--- src/rtl/uart_rx_pkg.sv ---
package uart_rx_pkg;

  typedef enum logic [2:0] {
    ST_IDLE,
    ST_START,
    ST_DATA,
    ST_PAR,
    ST_STOP
  } rx_state_e;

  // Fill level at which the sender is asked to pause.
  function automatic int unsigned trig_level(input logic [2:0] sel);
    return (sel == 3'd0) ? 1 : 2 * int'(sel);
  endfunction

endpackage

--- src/rtl/rx_deframer.sv ---
module rx_deframer
  import uart_rx_pkg::*;
#(
  parameter int OVS = 16,
  parameter int DW  = 8
) (
  input  logic          clk,
  input  logic          rst_n,
  input  logic          tick,
  input  logic          rx_in,
  input  logic          enable,
  input  logic          par_en,
  input  logic          par_odd,
  output logic          done,
  output logic [DW-1:0] data,
  output logic          ferr,
  output logic          perr
);
  localparam int CW = $clog2(OVS);
  localparam int BW = $clog2(DW + 1);
  localparam logic [CW-1:0] MID  = CW'(OVS / 2 - 1);
  localparam logic [CW-1:0] LAST = CW'(OVS - 1);
  localparam logic [BW-1:0] LASTBIT = BW'(DW - 1);

  rx_state_e     state;
  logic          rx_m, rx_s;
  logic [CW-1:0] cnt;
  logic [BW-1:0] bitn;
  logic [DW-1:0] shreg;
  logic          par_bit;

  // Two-flop synchronizer, idle high.
  always_ff @(posedge clk or negedge rst_n) begin
    if (!rst_n) begin
      rx_m <= 1'b1;
      rx_s <= 1'b1;
    end else begin
      rx_m <= rx_in;
      rx_s <= rx_m;
    end
  end

  always_ff @(posedge clk or negedge rst_n) begin
    if (!rst_n) begin
      state   <= ST_IDLE;
      cnt     <= '0;
      bitn    <= '0;
      shreg   <= '0;
      par_bit <= 1'b0;
      done    <= 1'b0;
      ferr    <= 1'b0;
      perr    <= 1'b0;
    end else begin
      done <= 1'b0;
      if (!enable) begin
        state <= ST_IDLE;
        cnt   <= '0;
      end else if (tick) begin
        cnt <= cnt + 1'b1;
        unique case (state)
          ST_IDLE: begin
            cnt <= '0;
            if (!rx_s) state <= ST_START;
          end
          ST_START: begin
            if (cnt == MID) begin
              cnt  <= '0;
              bitn <= '0;
              state <= rx_s ? ST_IDLE : ST_DATA;
            end
          end
          ST_DATA: begin
            if (cnt == LAST) begin
              shreg <= {rx_s, shreg[DW-1:1]};
              bitn  <= bitn + 1'b1;
              if (bitn == LASTBIT) state <= par_en ? ST_PAR : ST_STOP;
            end
          end
          ST_PAR: begin
            if (cnt == LAST) begin
              par_bit <= rx_s;
              state   <= ST_STOP;
            end
          end
          ST_STOP: begin
            if (cnt == LAST) begin
              done  <= 1'b1;
              ferr  <= ~rx_s;
              perr  <= par_en & (par_bit != ((^shreg) ^ par_odd));
              state <= ST_IDLE;
            end
          end
          default: state <= ST_IDLE;
        endcase
      end
    end
  end

  assign data = shreg;

endmodule

--- src/rtl/rx_fifo.sv ---
module rx_fifo #(
  parameter int DW    = 8,
  parameter int DEPTH = 16
) (
  input  logic                       clk,
  input  logic                       rst_n,
  input  logic                       push,
  input  logic [DW-1:0]              wdata,
  input  logic                       pop,
  output logic [DW-1:0]              rdata,
  output logic [$clog2(DEPTH+1)-1:0] count,
  output logic                       full,
  output logic                       empty
);
  localparam int AW = $clog2(DEPTH);
  localparam int CW = $clog2(DEPTH + 1);

  logic [DW-1:0] mem [DEPTH];
  logic [AW-1:0] wp, rp;

  wire do_push = push & ~full;
  wire do_pop  = pop & ~empty;

  always_ff @(posedge clk) begin
    if (do_push) mem[wp] <= wdata;
  end

  always_ff @(posedge clk or negedge rst_n) begin
    if (!rst_n) begin
      wp    <= '0;
      rp    <= '0;
      count <= '0;
    end else begin
      if (do_push) wp <= (wp == AW'(DEPTH - 1)) ? '0 : wp + 1'b1;
      if (do_pop)  rp <= (rp == AW'(DEPTH - 1)) ? '0 : rp + 1'b1;
      count <= count + CW'(do_push) - CW'(do_pop);
    end
  end

  assign rdata = mem[rp];
  assign full  = (count == CW'(DEPTH));
  assign empty = (count == '0);

endmodule

--- src/rtl/rts_ctrl.sv ---
module rts_ctrl
  import uart_rx_pkg::*;
#(
  parameter int CW = 5
) (
  input  logic [CW-1:0] level,
  input  logic [2:0]    sel,
  input  logic          rx_en,
  input  logic          fc_en,
  output logic          rts_n
);
  always_comb begin
    if (!rx_en)      rts_n = 1'b1;
    else if (!fc_en) rts_n = 1'b0;
    else             rts_n = (32'(level) >= trig_level(sel));
  end
endmodule

--- src/rtl/uart_rx_fc.sv ---
module uart_rx_fc
  import uart_rx_pkg::*;
#(
  parameter int DEPTH = 16,
  parameter int OVS   = 16,
  parameter int DW    = 8,
  localparam int CW   = $clog2(DEPTH + 1)
) (
  input  logic          clk,
  input  logic          rst_n,
  input  logic          baud_tick,
  input  logic          rx,
  input  logic          rx_en,
  input  logic          par_en,
  input  logic          par_odd,
  input  logic          fc_en,
  input  logic [2:0]    rts_sel,
  input  logic          rie,
  input  logic          eie,
  input  logic          clr_rdf,
  input  logic          clr_err,
  output logic          rd_valid,
  input  logic          rd_ready,
  output logic [DW-1:0] rd_data,
  output logic [CW-1:0] rd_count,
  output logic          rdf,
  output logic          fer,
  output logic          per,
  output logic          ovr,
  output logic          data_irq,
  output logic          err_irq,
  output logic          rts_n
);
  logic          fr_done, fr_ferr, fr_perr;
  logic [DW-1:0] fr_data;
  logic          full, empty;

  rx_deframer #(.OVS(OVS), .DW(DW)) u_deframer (
    .clk(clk), .rst_n(rst_n), .tick(baud_tick), .rx_in(rx), .enable(rx_en),
    .par_en(par_en), .par_odd(par_odd), .done(fr_done), .data(fr_data),
    .ferr(fr_ferr), .perr(fr_perr)
  );

  wire push = fr_done & ~full;
  wire drop = fr_done & full;

  rx_fifo #(.DW(DW), .DEPTH(DEPTH)) u_fifo (
    .clk(clk), .rst_n(rst_n), .push(push), .wdata(fr_data),
    .pop(rd_valid & rd_ready), .rdata(rd_data), .count(rd_count),
    .full(full), .empty(empty)
  );

  rts_ctrl #(.CW(CW)) u_rts (
    .level(rd_count), .sel(rts_sel), .rx_en(rx_en), .fc_en(fc_en), .rts_n(rts_n)
  );

  always_ff @(posedge clk or negedge rst_n) begin
    if (!rst_n) begin
      rdf <= 1'b0;
      fer <= 1'b0;
      per <= 1'b0;
      ovr <= 1'b0;
    end else begin
      if (push)         rdf <= 1'b1;
      else if (clr_rdf) rdf <= 1'b0;
      if (fr_done && fr_ferr) fer <= 1'b1;
      else if (clr_err)       fer <= 1'b0;
      if (fr_done && fr_perr) per <= 1'b1;
      else if (clr_err)       per <= 1'b0;
      if (drop)         ovr <= 1'b1;
      else if (clr_err) ovr <= 1'b0;
    end
  end

  assign rd_valid = ~empty;
  assign data_irq = rdf & rie;
  assign err_irq  = (fer | per | ovr) & eie;

endmodule

--- config.mk ---
export PLATFORM = sky130hd
export DESIGN_NAME = uart_rx_fc
export DESIGN_NICKNAME = d
export VERILOG_FILES = /design/src/rtl/uart_rx_pkg.sv /design/src/rtl/rx_deframer.sv /design/src/rtl/rx_fifo.sv /design/src/rtl/rts_ctrl.sv /design/src/rtl/uart_rx_fc.sv
export SDC_FILE = /design/constraint.sdc
export NUM_CORES = 1
export LEC_CHECK = 0
export CAP_MARGIN = 20
export CELL_PAD_IN_SITES_DETAIL_PLACEMENT = 0
export CELL_PAD_IN_SITES_GLOBAL_PLACEMENT = 1
export CORE_UTILIZATION = 51
export CTS_BUF_LIST = sky130_fd_sc_hd__clkbuf_4 sky130_fd_sc_hd__clkbuf_8 sky130_fd_sc_hd__clkbuf_16
export DETAILED_ROUTE_END_ITERATION = 10
export HOLD_SLACK_MARGIN = 0.03
export MAX_ROUTING_LAYER = met4
export PLACE_DENSITY_LB_ADDON = 0.2
export SYNTH_ARGS = -nofsm -noshare
export SYNTH_HDL_FRONTEND = slang
export SYNTH_SLANG_ARGS = --single-unit
export TNS_END_PERCENT = 5
--- constraint.sdc ---
create_clock -name clk -period 3.4 [get_ports clk]
set_clock_uncertainty 0.2 [all_clocks]
set_input_delay 0.51 -clock clk [delete_from_list [all_inputs] [get_ports clk]]
set_output_delay 0.51 -clock clk [all_outputs]
set_load 0.05 [all_outputs]
-- After elaboration in Yosys (flattened, before gate mapping)
Memory sizes are Yosys's and may differ from the RTL's.
Cells that the tools add are included.
- flip-flop bits (word level): 42
- bits in latches: 0
- bits in writable memories: 128
- bits in read-only memories: 0
- output and inout bits: 21
- logic and storage cells: 110
- memories kept: 1
- add/subtract/negate cells: 6
- multiply operators: 0
- divide/modulo/power cells: 0
- $lt $le $gt $ge: 1
- equal/unequal tests: 20
- shift-type cells: 0
- mux-type cells: 35
- bitwise operators: 14
- reductions and logical operators: 16
- memory list (memory ; words ; width ; read ports ; clocked after Yosys merged registers in ; write ports ; RTL line ; text):
    u_fifo.mem ; 16 ; 8 ; 1 ; 0 ; 1 ; rx_fifo.sv:18 ; logic [DW-1:0] mem [DEPTH];
- operator list (cell ; count):
    $ge A5 B32 Y1 ; 1
    $mux W4 ; 8
    $mux W3 ; 9
    $add A4 B1 Y4 const B ; 4
    $pmux W4 S2 ; 2
    $ne A3 B2 Y1 const B ; 5
    $pmux W3 S5 ; 1
    $mux W1 ; 14
    $eq A4 B4 Y1 const B ; 3
    $reduce_and A4 Y1 ; 3
    $reduce_bool A2 Y1 ; 5
    $and A1 B1 Y1 ; 8
    $eq A4 B3 Y1 const B ; 2
    $reduce_xor A8 Y1 ; 1
    $reduce_and A7 Y1 ; 1
    $eq A3 B2 Y1 const B ; 2
    $logic_not A3 Y1 ; 2
    $add A5 B1 Y5 ; 1
    $eq A5 B5 Y1 const B ; 1
    $logic_not A5 Y1 ; 1
    $reduce_and A5 Y1 ; 1
    $sub A5 B1 Y5 ; 1
    $ne A2 B1 Y1 const B ; 2
    $eq A3 B1 Y1 const B ; 1
    other kinds (9) ; 13

-- Depth between registers and ports, before layout
Gate-level depths: netlist of the first run.
- depth in word-level cells: 6
- gate-level depth with buffers: 15
- mapped depth without buffers: 14

-- Hierarchy
A second synthesis of the first run with hierarchy kept.
- cell total of the unflattened synthesis: 470
- area, all modules: 7429.6 um^2
- by module, submodules not included (module ; instances ; cells an instance ; area each (um^2)):
    rx_fifo ; 1 ; 310 ; 5783.0
    rx_deframer ; 1 ; 125 ; 1346.3
    uart_rx_fc ; 1 ; 20 ; 187.7
    rts_ctrl ; 1 ; 15 ; 112.6

-- Worst setup path after synthesis of the first run
Ideal clock, no wire load.
- path kind: reg2reg
- from: register u_fifo.count[3]
- to: register u_fifo.count[4]
- setup time: 126 ps
- arrival time: 3223 ps
- setup slack: -149 ps
- stages on the path, launching flop included: 16
- clock period less this slack: 3549 ps
- cells stage by stage: dfrtp_1 -> inv_1 -> ha_1 -> or4b_1 -> and2_1 -> clkbuf_1 -> ha_1 -> inv_1 -> ha_1 -> inv_1 -> fa_1 -> inv_1 -> a21oi_1 -> nor2_1 -> nor2_1 -> xnor2_1
- elaborated cells on any way between the ends: 10
- classes of those cells: add/sub (2); eq/ne (1); bitwise (6); reduce/logical (1)
- RTL lines (element ; RTL line ; text):
    start, declared ; rx_fifo.sv:11 ; output logic [$clog2(DEPTH+1)-1:0] count,
    start signal, assigned ; rx_fifo.sv:36 ; count <= count + CW'(do_push) - CW'(do_pop);
    $logic_not A5 Y1 * ; rx_fifo.sv:42 ; assign empty = (count == '0);
    $not A1 Y1 * ; uart_rx_fc.sv:75 ; assign rd_valid = ~empty;
    via rd_valid ; uart_rx_fc.sv:22 ; output logic rd_valid,
    $and A1 B1 Y1 ; uart_rx_fc.sv:49 ; .pop(rd_valid & rd_ready), .rdata(rd_data), .count(rd_count),
    $and A1 B1 Y1 * ; rx_fifo.sv:22 ; wire do_pop = pop & ~empty;
    via u_fifo.do_pop ; rx_fifo.sv:22 ;
    $sub A5 B1 Y5 * ; rx_fifo.sv:36 ;
The timed path passes the listed nets; every way through them passes the cells marked *.
A chain may end at the register's enable or synchronous reset.

-- Worst setup path in the final report of the first run
- from: input port rts_sel[2]
- to: output port rts_n
- longest elaborated chain between the ends: 5
- RTL lines (element ; RTL line ; text):
    start, declared ; uart_rx_fc.sv:17 ; input logic [2:0] rts_sel,
    $logic_not A3 Y1 ; uart_rx_pkg.sv:13 ; return (sel == 3'd0) ? 1 : 2 * int'(sel);
    $mux W4 * ; uart_rx_pkg.sv:13 ;
    $ge A5 B32 Y1 * ; rts_ctrl.sv:15 ; else rts_n = (32'(level) >= trig_level(sel));
    $mux W1 * ; rts_ctrl.sv:14 ; else if (!fc_en) rts_n = 1'b0;
    $mux W1 * ; rts_ctrl.sv:13 ; if (!rx_en) rts_n = 1'b1;
    end, declared ; uart_rx_fc.sv:32 ; output logic rts_n
Mark *: on every way between the ends. The rest lies on a longest branch, timed or not.

==> qor.csv, run 1 <==
metric,value,unit
dpl hpwl,8.76,mm
sequential share of the synthesized area,0.676,
Post-synth top cells,"128 x edfxtp_1, 40 x dfrtp_1, 32 x mux4_2",
vias in the first global route,4013,
final wirelength,13.7,mm
Mapped Avg Cell Area,16.1,µm²
pwr dens,676,nW/µm²
Avg WL per Cell,19.5,µm
H-tree depth,4,
Hold Fails Final Rpt,0,
gr ovfl total,0,
hold-fix buffer count after cts,0,
Worst-Margin Slew,935,ps
Crit Path Class,in2out,
first-pass GRT wire length,21.7,mm
"Top FF cell, synth",edfxtp_1,
Logic pwr share,0.236,
Worst setup SP type,primary input,
port bufs,36,
initial antenna violation count,0,
internal power,0.00400,W
vias per cell,5.58,
setup TNS,0,ps
synthesized netlist cell count,449,
Yosys top cell by area,edfxtp_1,
Tcrit/Tclk final,0.939,
fraction of registers with async set/reset,0.247,
"Max FO, Critical Path",2,
CTS sink count,170,
RSZ-0062 raised after global routing,false,
initial DRC count,276,
reg2reg end,u_fifo.count[4],
placed cells,668,
reg2reg start,u_fifo.count[3],
DRC Markers,0,
synth-to-layout area growth,17.2,%
# rows,43,
Via Count,3909,
P_leak,2.76,nW
CTS resizes,0,
R2R depth,14,
worst setup path start,rts_sel[2],
pin count of the biggest net entering global routing,43,
routability cong.,0.770,
Yosys top cell area share,0.531,
Overall Power,0.00574,W
worst skew pair latency,420,ps
Die H,121,µm
maximum vdd drop,565,µV
Post-CTS Setup Bufs,0,
# fillers,1079,
Clock Pin Slew Worst Setup and Hold Paths,60,ps
post-synthesis cell type count,51,
Max-Cap Viols,0,
YS warnings,0,
Worst EP required,2690,ps
status,finished clean,
post-layout minimum cycle time,3190,ps
crit end category,output pin,
max_slew headroom,0.377,
Area contributors post-synth,"edfxtp_1 53%, dfrtp_1 14%, mux4_2 9.9%",
synthesized area,7240,µm²
CTS tree,done,
worst min path class,in2async,
DRT Pass-1 Iters,4,
clk root buf,clkbuf_16,
"EDFF count, synth",128,
IO Count,37,
clock tree buffer depth,2,
fmax,0.313,GHz
final net count,541,
Worst EP arrival,2480,ps
Yosys reg bits,170,
total track usage,0.212,
final setup fails,0,
core footprint,13900,µm²
Reg power frac,0.426,
"Slew Viols, Final",0,
Sw Share,0.303,
clock network power share,0.339,
fraction of layout cells with a size suffix above 1,0.221,
fin cells,700,
top-count cell post-synth,edfxtp_1,
switching pwr,0.00174,W
ant diodes,0,
Initial Util,0.522,
syn_nets,483,
CTS buffer count,17,
Die Wd,121,µm
Die ar.,14700,µm²
ANT nets after route,0,
Reg2Reg Setup Slack,380,ps
Worst setup endpoint,rts_n,
## power by group through the flow
stage	clock network, W	logic, W	registers [W]
after floorplan	0	0.000989	0.00248
after global placement	0	0.00136	0.00248
after detailed placement	0	0.00137	0.00248
after CTS	0.00198	0.00138	0.00244
after global routing	0.00206	0.00147	0.00247
final	0.00194	0.00135	0.00244
## state kept, by name, indices dropped and copies added (netlist names), 3 cells and up
register,cells
u_deframer.bitn,4
u_deframer.cnt,4
u_deframer.data,8
u_deframer.state,3
u_fifo.count,5
u_fifo.mem,128
u_fifo.rp,4
u_fifo.wp,4
## worst max-delay path: stages
cell and delay [ps]:
clkdlybuf4s50_1 420, nor3_1 220, ha_1 260, nand2b_1 140, a21o_1 170, a21o_1 170, a211oi_1 270, o21ai_0 120
buf_4 210
## routing by layer
layer  vias to the layer above  wire length [µm]  GRT usage  part of all wire
met4                         0               136     0.0725             0.010
li1                       1818                 -          -                 -
met5                         -                 0          -                 0
met1                      1976              5960      0.273              0.44
met2                       104              6910      0.336              0.51
met3                        11               644     0.0475             0.047
## cell type report
| class | instances | area (µm²) | area share |
|---|---|---|---|
| flip-flops and latches | 170 | 4900 | 0.577 |
| multi-input cells | 236 | 2150 | 0.254 |
| repair buffers | 60 | 526 | 0.0619 |
| clock buffers | 17 | 425 | 0.0501 |
| well taps | 180 | 225 | 0.0265 |
| clock inverters | 15 | 175 | 0.0206 |
| inverters | 22 | 82.6 | 0.00973 |
## per-stage QoR
stage                     hold slack (ps)  area, µm²  setup slack (ps)   util
after floorplan                      14.4       7250              47.9      -
after global placement                146       7880               237  0.568
after detailed placement              148       7880               151  0.568
after CTS                            52.1       8480              79.0  0.611
after global routing                  104       8490              31.9  0.611
final                                27.7       8490               207  0.611
## kinds of logic (layout without fill, tap and decap cells)
family,count (synthesis),after routing,share of synthesized area
AND/OR/NAND/NOR,93,93,0.0661
AO/OA/AOI/OAI,58,58,0.0510
flip-flops,170,170,0.676
XOR/XNOR,15,15,0.0181
adder cells (fa/ha/maj),18,18,0.0321
buffers and inverters,43,114,0.0275
multiplexers,52,52,0.129
## worst min path at each step
| stage | endpoint | slack, ps | cells after the start |
|---|---|---|---|
| after floorplan | fer | 10 | 0 |
| after global placement | u_deframer.rx_s | 150 | 0 |
| after detailed placement | u_deframer.rx_s | 150 | 0 |
| after CTS | u_deframer.cnt[1] | 50 | 1 |
| after global routing | u_deframer.cnt[1] | 100 | 1 |
| final | u_deframer.cnt[1] | 30 | 1 |
## layout by cell type (no fill, tap or decap), drive strengths merged, types with 9 or more instances in the layout
| cell type | netlist | final |
|---|---|---|
| edfxtp | 128 | 128 |
| a211oi | 9 | 9 |
| xnor2 | 14 | 14 |
| dfrtp | 40 | 40 |
| a21oi | 13 | 13 |
| nor2 | 19 | 19 |
| o21ai | 17 | 17 |
| clkdlybuf4s50 | 0 | 26 |
| mux4 | 32 | 32 |
| inv | 22 | 24 |
| nor2b | 13 | 13 |
| buf | 12 | 34 |
| clkbuf | 9 | 17 |
| mux2 | 12 | 12 |
| ha | 17 | 17 |
| nand2 | 22 | 22 |
(Power assumes the default switching activity.)
==> run 2: changes to the inputs <==
Settings changed: CELL_PAD_IN_SITES_DETAIL_PLACEMENT 0 to not set, CELL_PAD_IN_SITES_GLOBAL_PLACEMENT 1 to not set, CORE_UTILIZATION 51 to 60.
==> run 2 against run 1 <==
Compared with the run above: the run now ends with DRC left; register-to-register slack improved by 30 ps; clock power barely moved; sequential power barely moved.
==> qor.csv, run 2 (synthesis results as in run 1) <==
metric,value,unit,change
final wirelength,13.1,mm,was 13.7 mm
worst skew pair latency,420,ps,about the same
Tcrit/Tclk final,0.941,,was 0.939
Reg2Reg Setup Slack,410,ps,was 380 ps
RSZ-0062 raised after global routing,false,,unchanged
vias per cell,5.99,,was 5.58
maximum vdd drop,512,µV,was 565 µV
final setup fails,0,,unchanged
ANT nets after route,0,,unchanged
# fillers,733,,was 1079
post-layout minimum cycle time,3200,ps,was 3190 ps
Die Wd,112,µm,was 121 µm
hold-fix buffer count after cts,0,,unchanged
most frequent cells in the layout,"128 x edfxtp_1, 39 x dfrtp_1, 32 x mux4_2",,"was 128 x edfxtp_1, 39 x dfrtp_1, 32 x mux4_2, 32 x buf_4, 26 x clkdlybuf4s50_1"
synth-to-layout area growth,16.1,%,was 17.2%
CTS resizes,0,,unchanged
first-pass GRT wire length,21.6,mm,was 21.7 mm
reg2reg start,u_fifo.count[3],,unchanged
Worst-Margin Slew,937,ps,was 935 ps
setup TNS,0,ps,unchanged
CTS buffer count,17,,unchanged
Die ar.,12500,µm²,was 14700 µm²
H-tree depth,4,,unchanged
placed cells,629,,was 668
Crit Path Class,reg2out,,was in2out
P_leak,2.76,nW,about the same
ant diodes,0,,unchanged
Hold Fails Final Rpt,0,,unchanged
fin cells,660,,was 700
Initial Util,0.624,,was 0.522
# rows,39,,was 43
max_slew headroom,0.375,,was 0.377
worst min path class,in2async,,unchanged
Via Count,3952,,was 3909
DRT Pass-1 Iters,8,,was 4
fraction of layout cells with a size suffix above 1,0.217,,was 0.221
initial DRC count,377,,was 276
R2R depth,14,,unchanged
reg2reg end,u_fifo.count[4],,unchanged
"Max FO, Critical Path",22,,was 2
DRC Markers,2,,was 0
pin count of the biggest net entering global routing,43,,unchanged
initial antenna violation count,0,,unchanged
gr ovfl total,0,,unchanged
crit end category,output pin,,unchanged
pwr dens,677,nW/µm²,was 676 nW/µm²
Post-CTS Setup Bufs,0,,unchanged
port bufs,36,,unchanged
fmax,0.313,GHz,about the same
pre-CTS WS,157,ps,was 151 ps
setup ws final,202,ps,was 207 ps
max reg flops,128,,unchanged
Avg WL per Cell,19.9,µm,was 19.5 µm
total track usage,0.243,,was 0.212
failing checks,DRC,,
Clock Pin Slew Worst Setup and Hold Paths,60,ps,about the same
status,"complete, but fails checks",,was finished clean
Worst setup SP type,register,,was primary input
vias in the first global route,4084,,was 4013
IO Count,37,,unchanged
CTS tree,done,,unchanged
Worst EP arrival,2490,ps,was 2480 ps
"Slew Viols, Final",0,,unchanged
Worst EP required,2690,ps,about the same
Top reg by flops,u_fifo.mem,,unchanged
Die H,112,µm,was 121 µm
core footprint,11600,µm²,was 13900 µm²
Max-Cap Viols,0,,unchanged
clk root buf,clkbuf_16,,unchanged
"most common cell after layout, fill and taps aside",edfxtp_1,,unchanged
clock tree buffer depth,2,,unchanged
CTS sink count,170,,unchanged
dpl hpwl,8.21,mm,was 8.76 mm
final net count,539,,was 541
routability cong.,0.834,,was 0.770
## run 2: cell types whose count changed in the layout (fill, tap and decap cells not counted), sizes merged
| cell | change |
|---|---|
| buf | -2 |
| clkinvlp | -5 |
| clkinv | +3 |
| clkbuf | +2 |
| inv | -1 |
## run 2: metrics by stage
step	total power (W)	hold slack, ps	cell area, µm²	util
after floorplan	0.00347	14.4	7250	-
after global placement	0.00382	148	7820	0.674
after detailed placement	0.00384	149	7820	0.674
after CTS	0.00574	61.0	8410	0.724
after global routing	0.00593	121	8410	0.724
final	0.00570	35.2	8410	0.724
## run 2: how the worst max path moves through the flow
stage,start,to,slack [ps],cells after the start
3_5_place_dp,rts_sel[0],rts_n,160,9
6_report,u_fifo.rp[0],rd_data[1],200,6
4_1_cts,u_fifo.rp[0],rd_data[1],150,6
3_3_place_gp,rts_sel[2],rts_n,260,9
2_1_floorplan,u_fifo.count[3],u_fifo.count[4],50,15
5_1_grt,rts_sel[2],rts_n,9,9
## run 2: report_power, final
part | internal [W] | switching (W) | total (W) | leakage, nW
clock network | 0.00116 | 0.000749 | 0.00191 | 0.287
registers | 0.00228 | 0.000163 | 0.00244 | 1.44
logic | 0.000558 | 0.000784 | 0.00134 | 1.04
## run 2: final cells by class
| class | instances | area (µm²) | share of cell area |
|---|---|---|---|
| sequential | 170 | 4900 | 0.582 |
| inverter | 22 | 82.6 | 0.00982 |
| multi-input combinational | 236 | 2150 | 0.256 |
| timing repair buffer | 58 | 510 | 0.0607 |
| tap | 143 | 179 | 0.0213 |
| clock inverter | 12 | 150 | 0.0178 |
| clock buffer | 19 | 440 | 0.0523 |
## run 2: per-layer routing
layer	vias up	wire length [µm]	track usage
li1	1821	-	-
met4	0	235	0.0919
met2	108	6640	0.387
met5	-	0	-
met1	2002	5730	0.315
met3	21	518	0.0457
## run 2: critical path, cell delays in order (launching register included)
cell and delay (ps):
dfrtp_2 590, buf_12 260, mux4_2 520, nor2b_1 160
a211oi_1 230, a21oi_1 70, buf_4 230
==> run 3: changes to the inputs <==
Settings changed: CORE_ASPECT_RATIO set to 1.75, SKIP_LAST_GASP set to 1.
==> run 3 against run 2 <==
Compared with the run above: the run now ends clean; first-iteration DRC count fell by 41%; total power down 0.88%; critical endpoint is now rd_data[7]; clock power down 2%; final cell count fell by 1.5%; die area up 0.14%; utilization shrank 0.51 points; sequential power barely moved; maximum frequency is 0.48% higher; sequential share of layout area rose by 0.28 points; routed wire length up 2.7%; via count decreased by 0.58%; clock-buffer cell count shrank 1.
==> qor.csv, run 3 (synthesis results as in run 1) <==
metric,value,unit,change
final net count,537,,was 539
DRC Markers,0,,was 2
final wirelength,13.5,mm,was 13.1 mm
met2 GRT Util,0.452,,was 0.387
IO Count,37,,unchanged
status,finished clean,,"was complete, but fails checks"
"Max FO, Critical Path",16,,was 22
final setup fails,0,,unchanged
max reg flops,128,,unchanged
Die ar.,12500,µm²,about the same
Top reg by flops,u_fifo.mem,,unchanged
CTS buffer count,17,,unchanged
Worst setup SP type,register,,unchanged
"Slew Viols, Final",0,,unchanged
DRT Pass-1 Iters,5,,was 8
fraction of layout cells with a size suffix above 1,0.216,,was 0.217
most frequent cells in the layout,"128 x edfxtp_1, 39 x dfrtp_1, 32 x mux4_2",,unchanged
ANT nets after route,0,,unchanged
Avg WL per Cell,20.7,µm,was 19.9 µm
initial antenna violation count,0,,unchanged
clock tree buffer depth,2,,unchanged
setup TNS,0,ps,unchanged
post-layout minimum cycle time,3180,ps,was 3200 ps
fmax,0.314,GHz,was 0.313 GHz
Worst EP arrival,2470,ps,was 2490 ps
Tcrit/Tclk final,0.936,,was 0.941
Die H,147,µm,was 112 µm
dpl hpwl,9.22,mm,was 8.21 mm
clk root buf,clkbuf_16,,unchanged
P_leak,2.73,nW,was 2.76 nW
gr ovfl total,0,,unchanged
fin cells,650,,was 660
crit end category,output pin,,unchanged
placed cells,619,,was 629
Hold WS,19.8,ps,was 35.2 ps
"most common cell after layout, fill and taps aside",edfxtp_1,,unchanged
worst min path class,in2async,,unchanged
max_slew headroom,0.380,,was 0.375
CTS sink count,170,,unchanged
port bufs,36,,unchanged
vias per cell,6.04,,was 5.99
Post-CTS Setup Bufs,0,,unchanged
busiest grt layer,met2,,unchanged
pin count of the biggest net entering global routing,43,,unchanged
Hold Fails Final Rpt,0,,unchanged
initial DRC count,224,,was 377
ant diodes,0,,unchanged
M1 GR Usage,0.261,,was 0.315
total track usage,0.247,,was 0.243
Worst EP required,2690,ps,about the same
Max-Cap Viols,0,,unchanged
Clock Pin Slew Worst Setup and Hold Paths,60,ps,about the same
maximum vdd drop,548,µV,was 512 µV
met3 usage,0.0444,,was 0.0457
# rows,52,,was 39
final core occ,0.719,,was 0.724
RSZ-0062 raised after global routing,false,,unchanged
Via Count,3929,,was 3952
H-tree depth,4,,unchanged
Worst-Margin Slew,930,ps,was 937 ps
core footprint,11600,µm²,about the same
first-pass GRT wire length,21.6,mm,about the same
vias in the first global route,4122,,was 4084
CTS tree,done,,unchanged
Initial Util,0.622,,was 0.624
Crit Path Class,reg2out,,unchanged
pwr dens,674,nW/µm²,was 677 nW/µm²
routability cong.,0.777,,was 0.834
Die Wd,85.1,µm,was 112 µm
worst skew pair latency,430,ps,was 420 ps
synth-to-layout area growth,15.6,%,was 16.1%
## run 3: changes by cell type in the layout (fill, tap and decap cells not counted), sizes merged
cell / before / now
clkinvlp: 2 / 5
bufinv: 3 / 2
buf: 32 / 30
clkinv: 6 / 2
clkbuf: 19 / 18
inv: 23 / 26
## run 3: per-stage QoR
stage / power, W / setup slack, ps / area, µm²
final: 0.00565 / 217 / 8380
after floorplan: 0.00347 / 47.9 / 7250
after global placement: 0.00378 / 318 / 7800
after CTS: 0.00569 / 89.3 / 8370
after detailed placement: 0.00383 / 240 / 7800
after global routing: 0.00589 / 75.5 / 8380
## run 3: power breakdown
part | switching [W] | leakage, nW | internal [W]
Combinational | 0.000787 | 1.03 | 0.000555
Sequential | 0.000154 | 1.44 | 0.00228
Clock | 0.000777 | 0.269 | 0.00109
Total | 0.00172 | 2.73 | 0.00393
## run 3: critical path, stage by stage, from the launching register on
cell	delay [ps]
dfrtp_4	600
buf_12	220
mux4_2	550
a211oi_1	350
a21oi_1	80
buf_4	220
## run 3: cell type report
| class | instances | area, µm² |
|---|---|---|
| clock inverters | 13 | 144 |
| inverters | 22 | 82.6 |
| well taps | 135 | 169 |
| repair buffers | 56 | 495 |
| flip-flops and latches | 170 | 4900 |
| clock buffers | 18 | 433 |
| multi-input cells | 236 | 2150 |
| fillers | 758 | 3270 |
## run 3: what timing repair did
item / 4_1_cts / 5_1_grt
hold buffers: 0 / 0
endpoints found under the setup margin: 0 / 1
resized for setup: 0 / 1
## run 3: final timing paths
check                                start           endpoint  slack [ps]  depth (start not counted)
setup / recovery              u_fifo.rp[0]         rd_data[7]         220                          5
hold / removal                       rst_n  u_deframer.cnt[0]          20                          1
setup reg to reg           u_fifo.count[3]    u_fifo.count[4]         340                         14
hold reg to reg            u_deframer.rx_m    u_deframer.rx_s         160                          0
max in group asynchronous            rst_n       u_fifo.rp[0]        2290                          1
min in group clk           u_deframer.rx_m    u_deframer.rx_s         160                          0
## run 3: metal layers
layer	up-vias	part of all wire	wire, µm
li1	1817	-	-
met1	1998	0.37	5000
met2	96	0.58	7850
met3	18	0.031	424
met4	0	0.015	204
met5	-	0	0
